### config.mk
export PLATFORM = sky130hd
export DESIGN_NAME = lin_brk_disc
export DESIGN_NICKNAME = d
export VERILOG_FILES = /design/src/rtl/lin_bsd_pkg.sv /design/src/rtl/lin_bsd_sync.sv /design/src/rtl/lin_bsd_lowtimer.sv /design/src/rtl/lin_bsd_edgecnt.sv /design/src/rtl/lin_bsd_classify.sv /design/src/rtl/lin_brk_disc.sv
export SDC_FILE = /design/constraint.sdc
export NUM_CORES = 1
export LEC_CHECK = 0
export BUFFER_PORTS_ARGS = -buffer_cell sky130_fd_sc_hd__buf_2
export CAP_MARGIN = 20
export CORE_ASPECT_RATIO = 1.1
export CORE_MARGIN = 2
export CORE_UTILIZATION = 35
export DETAILED_ROUTE_END_ITERATION = 6
export GPL_TIMING_DRIVEN = 0
export SKIP_LAST_GASP = 1
export SYNTH_ARGS = -nofsm -noshare
export SYNTH_HDL_FRONTEND = slang
export SYNTH_SLANG_ARGS = --single-unit
### constraint.sdc
create_clock -name clk -period 2.3 [get_ports clk]
set_input_delay 0.345 -clock clk [delete_from_list [all_inputs] [get_ports clk]]
set_output_delay 0.345 -clock clk [all_outputs]
set_load 0.02 [all_outputs]
### src/rtl/lin_bsd_pkg.sv
package lin_bsd_pkg;

   typedef enum logic [1:0] {
      ST_HUNT  = 2'd0,
      ST_ARMED = 2'd1,
      ST_SYNCB = 2'd2,
      ST_FRAME = 2'd3
   } cls_state_t;

   function automatic int unsigned bits_for(input int unsigned v);
      int unsigned n;
      n = 1;
      while ((32'd1 << n) <= v) n++;
      return n;
   endfunction

endpackage

### src/rtl/lin_bsd_sync.sv
module lin_bsd_sync #(
   parameter int unsigned STAGES  = 2,
   parameter logic        IDLE_LV = 1'b1
) (
   input  logic clk,
   input  logic rst_n,
   input  logic d_in,
   output logic q_out
);
   if (STAGES < 2) begin : g_bad_stages
      $error("lin_bsd_sync: STAGES must be at least 2");
   end

   logic [STAGES-1:0] chain;

   for (genvar i = 0; i < STAGES; i++) begin : g_stage
      if (i == 0) begin : g_first
         always_ff @(posedge clk or negedge rst_n) begin
            if (!rst_n) chain[0] <= IDLE_LV;
            else        chain[0] <= d_in;
         end
      end else begin : g_next
         always_ff @(posedge clk or negedge rst_n) begin
            if (!rst_n) chain[i] <= IDLE_LV;
            else        chain[i] <= chain[i-1];
         end
      end
   end

   assign q_out = chain[STAGES-1];
endmodule

### src/rtl/lin_bsd_lowtimer.sv
module lin_bsd_lowtimer #(
   parameter int unsigned CNT_W = 16
) (
   input  logic             clk,
   input  logic             rst_n,
   input  logic             hold,
   input  logic             line_s,
   output logic             fall,
   output logic             rise,
   output logic [CNT_W-1:0] low_len
);
   localparam logic [CNT_W-1:0] CNT_TOP = '1;

   logic line_d;

   assign fall = line_d & ~line_s;
   assign rise = ~line_d & line_s;

   always_ff @(posedge clk or negedge rst_n) begin
      if (!rst_n) begin
         line_d  <= 1'b1;
         low_len <= '0;
      end else if (hold) begin
         line_d  <= 1'b1;
         low_len <= '0;
      end else begin
         line_d <= line_s;
         if (!line_s) begin
            if (line_d)                 low_len <= CNT_W'(1);
            else if (low_len != CNT_TOP) low_len <= low_len + 1'b1;
         end
      end
   end
endmodule

### src/rtl/lin_bsd_edgecnt.sv
module lin_bsd_edgecnt #(
   parameter int unsigned EDGE_MAX = 57
) (
   input  logic clk,
   input  logic rst_n,
   input  logic hold,
   input  logic fall,
   input  logic restart,
   output logic too_many
);
   localparam int unsigned          EW  = lin_bsd_pkg::bits_for(EDGE_MAX + 1);
   localparam logic [EW-1:0]        TOP = EW'(EDGE_MAX + 1);

   if (EDGE_MAX < 1) begin : g_bad_max
      $error("lin_bsd_edgecnt: EDGE_MAX must be at least 1");
   end

   logic [EW-1:0] n_edges;
   logic [EW-1:0] n_next;

   always_comb begin
      n_next = n_edges;
      if (fall && n_edges != TOP) n_next = n_edges + 1'b1;
   end

   always_ff @(posedge clk or negedge rst_n) begin
      if (!rst_n) begin
         n_edges  <= '0;
         too_many <= 1'b0;
      end else if (hold || restart) begin
         n_edges  <= '0;
         too_many <= 1'b0;
      end else begin
         n_edges <= n_next;
         if (n_next == TOP) too_many <= 1'b1;
      end
   end
endmodule

### src/rtl/lin_bsd_classify.sv
module lin_bsd_classify
   import lin_bsd_pkg::*;
#(
   parameter int unsigned CNT_W      = 16,
   parameter int unsigned SYNC_LIMIT = 750
) (
   input  logic             clk,
   input  logic             rst_n,
   input  logic             hold,
   input  logic             fall,
   input  logic             rise,
   input  logic [CNT_W-1:0] low_len,
   input  logic [CNT_W-1:0] min_len,
   input  logic             disc_en,
   output logic             brk_now,
   output logic             brk_q,
   output logic             clr_q,
   output logic             sync_q
);
   localparam logic [CNT_W-1:0] LIM = CNT_W'(SYNC_LIMIT);

   cls_state_t st, st_nx;
   logic       sync_now;
   logic       long_low;
   logic       brk_len;

   assign long_low = (low_len >= LIM);
   assign brk_len  = (low_len >= min_len);

   always_comb begin
      st_nx    = st;
      brk_now  = 1'b0;
      sync_now = 1'b0;
      unique case (st)
         ST_HUNT, ST_FRAME: begin
            if (rise && brk_len) begin
               brk_now = 1'b1;
               st_nx   = ST_ARMED;
            end
         end
         ST_ARMED: begin
            if (fall) st_nx = ST_SYNCB;
         end
         ST_SYNCB: begin
            if (rise) begin
               if (disc_en && long_low) begin
                  if (brk_len) begin
                     brk_now = 1'b1;
                     st_nx   = ST_ARMED;
                  end else begin
                     st_nx = ST_HUNT;
                  end
               end else begin
                  sync_now = 1'b1;
                  st_nx    = ST_FRAME;
               end
            end
         end
         default: st_nx = ST_HUNT;
      endcase
   end

   always_ff @(posedge clk or negedge rst_n) begin
      if (!rst_n) begin
         st     <= ST_HUNT;
         brk_q  <= 1'b0;
         clr_q  <= 1'b0;
         sync_q <= 1'b0;
      end else if (hold) begin
         st     <= ST_HUNT;
         brk_q  <= 1'b0;
         clr_q  <= 1'b0;
         sync_q <= 1'b0;
      end else begin
         st     <= st_nx;
         brk_q  <= brk_now;
         clr_q  <= brk_now;
         sync_q <= sync_now;
      end
   end
endmodule

### src/rtl/lin_brk_disc.sv
module lin_brk_disc #(
   parameter int unsigned CNT_W       = 16,
   parameter int unsigned SYNC_LIMIT  = 750,
   parameter int unsigned EDGE_MAX    = 57,
   parameter int unsigned SYNC_STAGES = 2
) (
   input  logic             clk,
   input  logic             rst_n,
   input  logic             en,
   input  logic             rx_in,
   input  logic             disc_en,
   input  logic [CNT_W-1:0] min_brk_len,
   output logic             brk_pulse,
   output logic             mode_clr,
   output logic             sync_ok,
   output logic             edge_err
);
   if (CNT_W < 2 || CNT_W > 31) begin : g_bad_w
      $error("lin_brk_disc: CNT_W out of range");
   end
   if (SYNC_LIMIT >= (1 << CNT_W)) begin : g_bad_lim
      $error("lin_brk_disc: SYNC_LIMIT does not fit CNT_W");
   end

   logic             hold;
   logic             rx_s;
   logic             fall, rise;
   logic [CNT_W-1:0] low_len;
   logic             brk_now;

   assign hold = ~en;

   lin_bsd_sync #(.STAGES(SYNC_STAGES), .IDLE_LV(1'b1)) u_sync (
      .clk(clk), .rst_n(rst_n), .d_in(rx_in), .q_out(rx_s)
   );

   lin_bsd_lowtimer #(.CNT_W(CNT_W)) u_tmr (
      .clk(clk), .rst_n(rst_n), .hold(hold), .line_s(rx_s),
      .fall(fall), .rise(rise), .low_len(low_len)
   );

   lin_bsd_classify #(.CNT_W(CNT_W), .SYNC_LIMIT(SYNC_LIMIT)) u_cls (
      .clk(clk), .rst_n(rst_n), .hold(hold), .fall(fall), .rise(rise),
      .low_len(low_len), .min_len(min_brk_len), .disc_en(disc_en),
      .brk_now(brk_now), .brk_q(brk_pulse), .clr_q(mode_clr), .sync_q(sync_ok)
   );

   lin_bsd_edgecnt #(.EDGE_MAX(EDGE_MAX)) u_edge (
      .clk(clk), .rst_n(rst_n), .hold(hold), .fall(fall),
      .restart(brk_now), .too_many(edge_err)
   );
endmodule

* Yosys cells after proc, flatten, opt, wreduce, memory -nomap -nowiden
Cells that the tools add are included.
Word-level totals: latch bits 0, register bits after elaboration 30, memory bits (writable) 0, logic and storage cells 64, ROM bits 0, input port bits 21, output and inout bits 4, memories 0
Operators by class: eq/ne operators 11, multiply operators 0, reduce and logical (&&, ||, !) cells 9, bitwise logic cells 5, divide/modulo/power cells 0, shift operators 0, $add $sub $neg 2, magnitude comparators 2, muxes and demuxes 26
Operators by type and width (number):
- $mux W16 | 4
- $add A16 B1 Y16 const B | 1
- $ge A16 B10 Y1 const B | 1
- $ge A16 B16 Y1 | 1
- $ne A16 B16 Y1 const B | 1
- $mux W1 | 13
- $mux W6 | 2
- $mux W2 | 5
- $ne A3 B2 Y1 const B | 3
- $add A6 B1 Y6 const B | 1
- $eq A6 B6 Y1 const B | 1
- $ne A6 B6 Y1 const B | 1
- $pmux W2 S3 | 1
- $eq A2 B2 Y1 const B | 2
- $logic_and A1 B1 Y1 | 3
- $ne A3 B1 Y1 const B | 1
- $not A1 Y1 | 3
- $reduce_and A3 Y1 | 1
- $and A1 B1 Y1 | 2
- $eq A2 B1 Y1 const B | 1
- $logic_not A2 Y1 | 1
- $ne A2 B2 Y1 const B | 1
- $pmux W1 S2 | 1
- $reduce_and A2 Y1 | 1
- 3 further kinds | 3

* Longest topological paths before layout
Gate-level depths: netlist of the first run.
word-level depth 7, depth in mapped cells 8

* Hierarchy
A second synthesis of the first run with hierarchy kept.
Second synthesis, totals: cells, all modules 264, area, all modules 2270.9 µm²
By module, submodules not included:
- lin_bsd_lowtimer | sequential area each 426.7 µm², cells an instance 127, instances 1, area an instance 1128.6 µm²
- lin_bsd_classify | sequential area each 100.1 µm², cells an instance 94, instances 1, area an instance 708.2 µm²
- lin_bsd_edgecnt | sequential area each 175.2 µm², cells an instance 40, instances 1, area an instance 377.9 µm²
- lin_bsd_sync | sequential area each 52.6 µm², cells an instance 2, instances 1, area an instance 52.6 µm²
- lin_brk_disc | sequential area each 0.0 µm², cells an instance 1, instances 1, area an instance 3.8 µm²

* Worst setup path before layout of the first run
No wires, ideal clock.
path type reg-to-reg, start register u_tmr.low_len[0], end register u_cls.st[1], path slack 0.313 ns, setup time 0.079 ns, clock period less this slack 1.987 ns, data arrival time 1.907 ns, stages on the path, launching flop included 9, required time 2.221 ns, path through dfrtp_1 inv_1 ha_1 nor2_1 a21oi_1 o311a_1 o31ai_2 nor2b_1 mux2i_1
Between the ends: longest elaborated chain between the ends 6
RTL lines:
- start, declared | RTL line lin_bsd_lowtimer.sv:10 | output logic [CNT_W-1:0] low_len
- start signal, assigned | RTL line lin_bsd_lowtimer.sv:30 | else if (low_len != CNT_TOP) low_len <= low_len + 1'b1;
- $ge A16 B10 Y1 | RTL line lin_bsd_classify.sv:27 | assign long_low = (low_len >= LIM);
- $logic_and A1 B1 Y1 | RTL line lin_bsd_classify.sv:46 | if (disc_en && long_low) begin
- $mux W2 | RTL line lin_bsd_classify.sv:46
- $mux W2 | RTL line lin_bsd_classify.sv:45 | if (rise) begin
- $pmux W2 S3 | RTL line lin_bsd_classify.sv:34 | unique case (st)
- $mux W2 | RTL line lin_bsd_classify.sv:69 | end else if (hold) begin
- end signal, assigned | RTL line lin_bsd_classify.sv:75 | st <= st_nx;
- end, declared | RTL line lin_bsd_classify.sv:22 | cls_state_t st, st_nx;
Several ways; a longest one is shown, not always the timed one. The select of a mux whose other input is x is not followed. A chain may end at the register's enable or synchronous reset.

* Worst setup path after layout of the first run
start register u_tmr.low_len[12], end register u_cls.st[0]
Between the ends: longest elaborated chain between the ends 6
RTL lines (RTL line):
- $ge A16 B16 Y1 / $ge A16 B10 Y1 (equally long branches) | lin_bsd_classify.sv:28, lin_bsd_classify.sv:27
- $mux W1 / $logic_and A1 B1 Y1 (equally long branches) | lin_bsd_classify.sv:47, lin_bsd_classify.sv:46
- $mux W2 | lin_bsd_classify.sv:46
- $mux W2 | lin_bsd_classify.sv:45
- $pmux W2 S3 | lin_bsd_classify.sv:34
- $mux W2 | lin_bsd_classify.sv:69
Several ways; a longest one is shown, not always the timed one. The select of a mux whose other input is x is not followed.

==> results.md, run 1 <==
* Outcome: finished, final reports clean
* Net load switching power at 0.000345 W
* Antenna Cells at 0
* Die width at 78.7 um
* PwrDens at 491 nW/um2
* Final GP Congestion at 0.763
* Final antenna-violating net count at 0
* Share of layout cells above drive strength 1 at 18.7%
* Worst-case reg-to-reg path depth at 7
* Hold slack final at 0.0960 ns
* Final setup viols at 0
* Share of flip-flops with an asynchronous set or reset at 100%
* Core Region at 5840 um2
* Setup TNS at 0 ns
* Sequential Power Share at 46.9%
* Slew HR at 54.4%
* Comb pwr share at 19.1%
* Required @ worst endpoint at 2.49 ns
* R2R setup slack at 0.09 ns
* I/O pin count at 25
* Hold crit path type: in2async
* Worst-case clock buffer depth at 2
* Biggest regs: u_tmr.low_len x16, u_edge.n_edges x6, u_cls.st x2
* Synth Instances at 241
* Most flops, register: u_tmr.low_len
* Register area share after synthesis at 35.1%
* Slew at the pin with the worst max-slew slack at 0.684 ns
* Worst R2R End: u_cls.st[0]$_DFFE_PN0P_
* Synth cell types at 51
* Mapped Avg Cell Area at 8.91 um2
* Worst R2R Start: u_tmr.low_len[12]$_DFFE_PN0P_
* Total GRT Usage at 15.0%
* Dpl hpwl at 3490 um
* Crit path capture type: flop
* Clock sinks at 30
* Number of flops mapped to enable cells by yosys at 0
* Initial Util at 36.8%
* Max reg flops at 16
* Post-synthesis register bit count at 30
* Number of I/O port buffers at 24
* Post-CTS Hold Buffers at 0
* Fin crit period at 2.21 ns
* Cell-internal power at 0.000865 W
* Drt pass-1 iters at 5
* Leading register cell type out of synthesis: dfrtp_1
* Post-CTS Setup Repair Bufs at 0
* Vias in the first global route at 1678
* Crit Path Category: reg2reg
* Ys Warns at 0
* DIE AREA at 6780 um2
* CP arrival at 2.41 ns
* Initial antenna violation count at 0
* Util after Layout at 42.2%
* Clock share of power at 34.0%
* First-pass GRT wire length at 8000 um
* LEAKAGE at 1.17 nW
* Syn nets at 284
* Area Overhead vs Synth at 14.8%
* Slew Limit Fails at 0
* DR DRC count at 0
* Crit path launch type: flop
* H-tree levels at 2
* Initial DRC count at 75
* CP endpoint: u_cls.st[0]$_DFFE_PN0P_
* CP startpoint: u_tmr.low_len[12]$_DFFE_PN0P_
* Grt total ovfl at 0
* CP Max Fanout at 7
* Row cnt at 29
* Vias per Instance at 5.16
* Worst skew pair latency at 0.28 ns
* Max VDD drop at 0.218 mV
* Clk root buf: clkbuf_8
* Total CTS buffers at 5
* Via count at 1805
* Post-Route WL at 4730 um
* Clk_skew at 0.00866 ns
* Net Sw Frac at 28.5%
* Largest net degree at the start of global routing at 31
* MaxCap Viol Count at 0
* # nets final at 315
* WL per Instance at 13.5 um
* TritonCTS clock tree: built
* Hold Violations, Final at 0
* Post-Syn Area at 2150 um2
* Max Freq at 0.452 GHz
* CTS clock-pin slew for the worst setup and hold paths at 0.07 ns
* Final worst-path cycle share at 96.2%
* DIE HEIGHT at 86.1 um
[critical path, stage by stage (launching register included)]
cell	delay (ns)
dfrtp_1	0.47
ha_1	0.32
nand4_1	0.19
nor3_2	0.32
o2bb2ai_1	0.28
o31ai_4	0.16
nor2b_4	0.17
a211oi_1	0.23
[power groups by stage]
stage / logic, W / clock network (W) / registers [W]
floorplan: 0.000162 / 0 / 0.000573
global placement: 0.000223 / 0 / 0.000576
detailed placement: 0.000224 / 0 / 0.000577
CTS: 0.000226 / 0.000426 / 0.000568
global route: 0.000273 / 0.000447 / 0.000570
finish: 0.000232 / 0.000411 / 0.000567
[how the worst min path moves through the flow]
stage	from	end	cells after the start
3_5_place_dp	u_sync.chain[0]$_DFF_PN1_	u_sync.q_out$_DFF_PN1_	0
4_1_cts	rst_n	u_tmr.low_len[7]$_DFFE_PN0P_	1
3_3_place_gp	u_sync.chain[0]$_DFF_PN1_	u_sync.q_out$_DFF_PN1_	0
6_report	rst_n	u_tmr.low_len[7]$_DFFE_PN0P_	1
5_1_grt	rst_n	u_tmr.low_len[7]$_DFFE_PN0P_	1
2_1_floorplan	rst_n	u_cls.brk_q$_DFF_PN0_	0
[cells in the mapped netlist, types with 5 or more instances]
library cell  count  area share, %
nand3_1           8            1.9
a21oi_1          22            5.1
dfrtp_1          27             31
ha_1             22             13
nand2_1          22            3.8
o21ai_0           7            1.6
nor2_1           18            3.1
o21ai_1           5            1.2
a31oi_1          13            3.8
nor3_1            5            1.2
a41oi_1           5            2.0
inv_1            26            4.5
[stage by stage]
step                      total power (W)  cell area [um2]  worst slack, ns  cells
after floorplan                  0.000736             2150            0.313    241
after global placement           0.000799             2360          0.00273    342
after detailed placement         0.000801             2360          -0.0125    342
after CTS                         0.00122             2450           0.0351    350
after global routing              0.00129             2460         -0.00670    350
final                             0.00121             2460           0.0875    350
[cells by family after synthesis]
group	share of synthesized area, %
XOR/XNOR	2.04
flip-flops	35.1
AO/OA/AOI/OAI	21.0
AND/OR/NAND/NOR	21.3
multiplexers	1.46
adder cells (fa/ha/maj)	12.8
buffers and inverters	6.24
[timing repair]
action	in CTS	in global routing
pin swaps	0	1
endpoints found under the setup margin	1	2
gates resized for setup	1	3
[metal layers]
| layer | GRT usage [%] | vias up | part of all wire, % | routed length (um) |
|---|---|---|---|---|
| li1 | - | 926 | - | - |
| met1 | 20.9 | 829 | 49 | 2330 |
| met2 | 23.1 | 43 | 46 | 2150 |
| met3 | 3.05 | 7 | 3.8 | 178 |
| met4 | 5.58 | 0 | 1.4 | 67 |
| met5 | 0 | - | 0 | 0 |
[cell type report]
| cell class | instances | area, um2 |
|---|---|---|
| well taps | 77 | 96.3 |
| plain buffers | 6 | 36.3 |
| fillers | 603 | 3380 |
| repair buffers | 24 | 120 |
| flip-flops and latches | 30 | 754 |
| multi-input cells | 179 | 1280 |
| clock buffers | 8 | 80.1 |
| inverters | 26 | 97.6 |
[layout by cell type (no fill, tap or decap), drive strengths merged, types with 4 or more instances in the layout]
cell type  instances
a41oi              5
dfrtp             27
a31oi             13
buf               28
ha                22
nand3             10
nand4              4
a21oi             22
nor3               7
nand2             22
nor2              18
clkbuf            10
inv               26
o21ai             15
and3               5
Power figures use the tool's default switching activity.
==> run 2, diff against run 1 <==
--- a/config.mk
+++ b/config.mk
@@ -5,6 +5,7 @@
 export SDC_FILE = /design/constraint.sdc
 export NUM_CORES = 1
 export LEC_CHECK = 0
+export ABC_AREA = 1
 export BUFFER_PORTS_ARGS = -buffer_cell sky130_fd_sc_hd__buf_2
 export CAP_MARGIN = 20
 export CORE_ASPECT_RATIO = 1.1
==> constraint.sdc (replaced) <==
create_clock -name clk -period 2 [get_ports clk]
set_input_delay 0.3 -clock clk [delete_from_list [all_inputs] [get_ports clk]]
set_output_delay 0.3 -clock clk [all_outputs]
set_load 0.02 [all_outputs]
==> run 2 against run 1 <==
Combinational power grew 38%. Clock skew shrank 0.0023 ns. Critical path type unchanged. Largest power group unchanged. Via count grew 17%.
==> results.md, run 2 <==
* Outcome: finished, final reports clean
* Fin cells at 440
* Clk root buf: clkbuf_8
* Placed Cells at 426
* CP endpoint: u_edge.n_edges[4]$_DFF_PN0_
* CP Max Fanout at 7
* Total GRT Usage at 15.6%
* First-pass GRT wire length at 8650 um
* Comb pwr share at 21.4%
* Worst skew pair latency at 0.28 ns
* Grt total ovfl at 0
* Max Freq at 0.531 GHz
* Post-Syn Area at 2290 um2
* LEAKAGE at 1.41 nW
* Worst-case reg-to-reg path depth at 8
* Final WS setup at 0.117 ns
* Vias per Instance at 4.82
* Initial Util at 36.5%
* Net load switching power at 0.000465 W
* Area leader, netlist: dfrtp_1
* PwrDens at 559 nW/um2
* Biggest regs: u_tmr.low_len x16, u_edge.n_edges x6, u_cls.st x2
* Initial DRC count at 114
* Slew HR at 53.9%
* Clock sinks at 30
* Vias in the first global route at 1997
* Routed wl met2 at 2470 um
* Antenna Cells at 0
* Number of I/O port buffers at 24
* Synth Instances at 322
* Initial antenna violation count at 0
* Mapped Avg Cell Area at 7.11 um2
* Max layer used: met4
* WL per Instance at 11.6 um
* Share of flip-flops with an asynchronous set or reset at 100%
* Cell area after layout at 2680 um2
* Util after Layout at 42.8%
* I/O pin count at 25
* Syn nets at 365
* Leading register cell type out of synthesis: dfrtp_1
* Slew at the pin with the worst max-slew slack at 0.691 ns
* Area Overhead vs Synth at 17.1%
* Core Region at 6270 um2
* DRT met1 WL at 2370 um
* Worst R2R Start: u_tmr.low_len[11]$_DFFE_PN0P_
* Cell-internal power at 0.00104 W
* CP startpoint: u_tmr.low_len[11]$_DFFE_PN0P_
* Max reg flops at 16
* # nets final at 402
* Synth top area share at 29.5%
* TritonCTS clock tree: built
* Hold crit path type: in2async
* H-tree levels at 2
* Register area share after synthesis at 32.9%
* Total CTS buffers at 5
* Crit Path Category: reg2reg
* Final worst-path cycle share at 94.2%
* Final setup viols at 0
* Synth cell types at 31
* Commonest cells post-synth: nand2_1 (82), inv_1 (59), nor2_1 (34), dfrtp_1 (27), ha_1 (22)
* Power Total at 0.00150 W
* DIE HEIGHT at 88.9 um
* Post-synthesis register bit count at 30
* MaxCap Viol Count at 0
* Post-Route WL at 5080 um
* Final antenna-violating net count at 0
* Share of layout cells above drive strength 1 at 18.9%
* Worst R2R End: u_edge.n_edges[4]$_DFF_PN0_
* Crit path capture type: flop
* DP Area at 2510 um2
* Clock share of power at 34.2%
* Place WS at -0.193 ns
* Dpl hpwl at 3780 um
* Sequential Power Share at 44.4%
* Post-CTS Hold Buffers at 0
* Most frequent cells in the layout: nand2_1 (78), inv_1 (58), nor2_1 (33)
* Commonest non-fill, non-tap cell in the layout: nand2_1
* CTS clock-pin slew for the worst setup and hold paths at 0.07 ns
* Largest net degree at the start of global routing at 31
* Row cnt at 30
* R2R setup slack at 0.12 ns
* Drt pass-1 iters at 4
* Die width at 81.1 um
* Crit path launch type: flop
* Ys Warns at 0
* Hold Violations, Final at 0
* Ranking of synthesized cells by area: dfrtp_1 (29%), nand2_1 (13%), ha_1 (12%)
* Required @ worst endpoint at 2.15 ns
* CP arrival at 2.04 ns
* Most flops, register: u_tmr.low_len
* Clk_skew at 0.00636 ns
* Met3 Routed Length at 201 um
* Via count at 2120
* DR DRC count at 0
* Slew Limit Fails at 0
* Most frequent cell after synthesis: nand2_1
* Max VDD drop at 0.443 mV
* DIE AREA at 7210 um2
* Fillers at 633
* Number of flops mapped to enable cells by yosys at 0
* Fin crit period at 1.88 ns
* Worst-case clock buffer depth at 2
* Final GP Congestion at 0.822
* Net Sw Frac at 31.0%
[run 2: cell types whose count changed in the layout (fill, tap and decap cells not counted), sizes merged, moves of 5 or more]
| cell | delta |
|---|---|
| nand3 | +11 |
| and3 | -5 |
| nand2 | +63 |
| a41oi | -5 |
| inv | +34 |
| nor2 | +18 |
| nand4 | +5 |
| buf | +6 |
| a31oi | -13 |
[run 2: critical path: stages (launching register included)]
cell and delay, ns:
dfrtp_1 0.47, ha_1 0.35, nand2_1 0.05, o21ai_0 0.26
a21oi_2 0.11, nand2_1 0.10, nand2_2 0.09, o21ai_4 0.25
nor2_1 0.08
[run 2: per-stage QoR]
step                      hold slack (ns)  setup TNS (ns)
after global placement              0.348          -0.646
after global routing                0.111         -0.0498
after CTS                          0.0963               0
after detailed placement            0.347           -1.08
after floorplan                   0.00441               0
final                              0.0553               0
[run 2: worst min-delay path by stage]
stage / start / endpoint / slack (ns) / depth (start not counted)
2_1_floorplan: rst_n / u_cls.brk_q$_DFF_PN0_ / 0.004 / 0
3_3_place_gp: u_sync.chain[0]$_DFF_PN1_ / u_sync.q_out$_DFF_PN1_ / 0.35 / 0
3_5_place_dp: u_sync.chain[0]$_DFF_PN1_ / u_sync.q_out$_DFF_PN1_ / 0.35 / 0
4_1_cts: rst_n / u_tmr.low_len[6]$_DFFE_PN0P_ / 0.1 / 1
5_1_grt: rst_n / u_tmr.low_len[10]$_DFFE_PN0P_ / 0.11 / 1
6_report: rst_n / u_tmr.low_len[8]$_DFFE_PN0P_ / 0.06 / 1
[run 2: what timing repair did]
item / CTS / global route
setup buffers: 0 / 6
resized for setup: 2 / 11
hold endpoints to repair: 0 / 0
pin swaps: 0 / 3
endpoints found under the setup margin: 7 / 25
[run 2: layout make-up]
class                      count  area (um2)  share of cell area, %
clock buffer                   7        86.3                   3.22
buffer                         4        33.8                   1.26
inverter                      60         228                   8.48
timing repair buffer          30         165                   6.15
tap                           80         100                   3.73
multi-input combinational    228        1310                   48.7
clock inverter                 1        5.00                  0.186
sequential                    30         758                   28.3
[run 2: metal layers]
layer	vias to the layer above	GRT usage [%]
met5	-	0
met4	0	5.24
met3	4	3.06
met2	39	26.6
met1	980	19.7
li1	1097	-
[run 2: power groups by stage]
stage	Sequential, W	Combinational, W	Clock [W]
floorplan	0.000671	0.000219	0
global placement	0.000676	0.000294	0
detailed placement	0.000677	0.000299	0
CTS	0.000666	0.000314	0.000527
global route	0.000671	0.000373	0.000558
finish	0.000667	0.000321	0.000513
[run 2: kinds of logic after synthesis]
group,synth area share (%)
flip-flops,32.9
XOR/XNOR,2.29
buffers and inverters,11.4
AND/OR/NAND/NOR,31.6
adder cells (fa/ha/maj),12.0
AO/OA/AOI/OAI,9.78
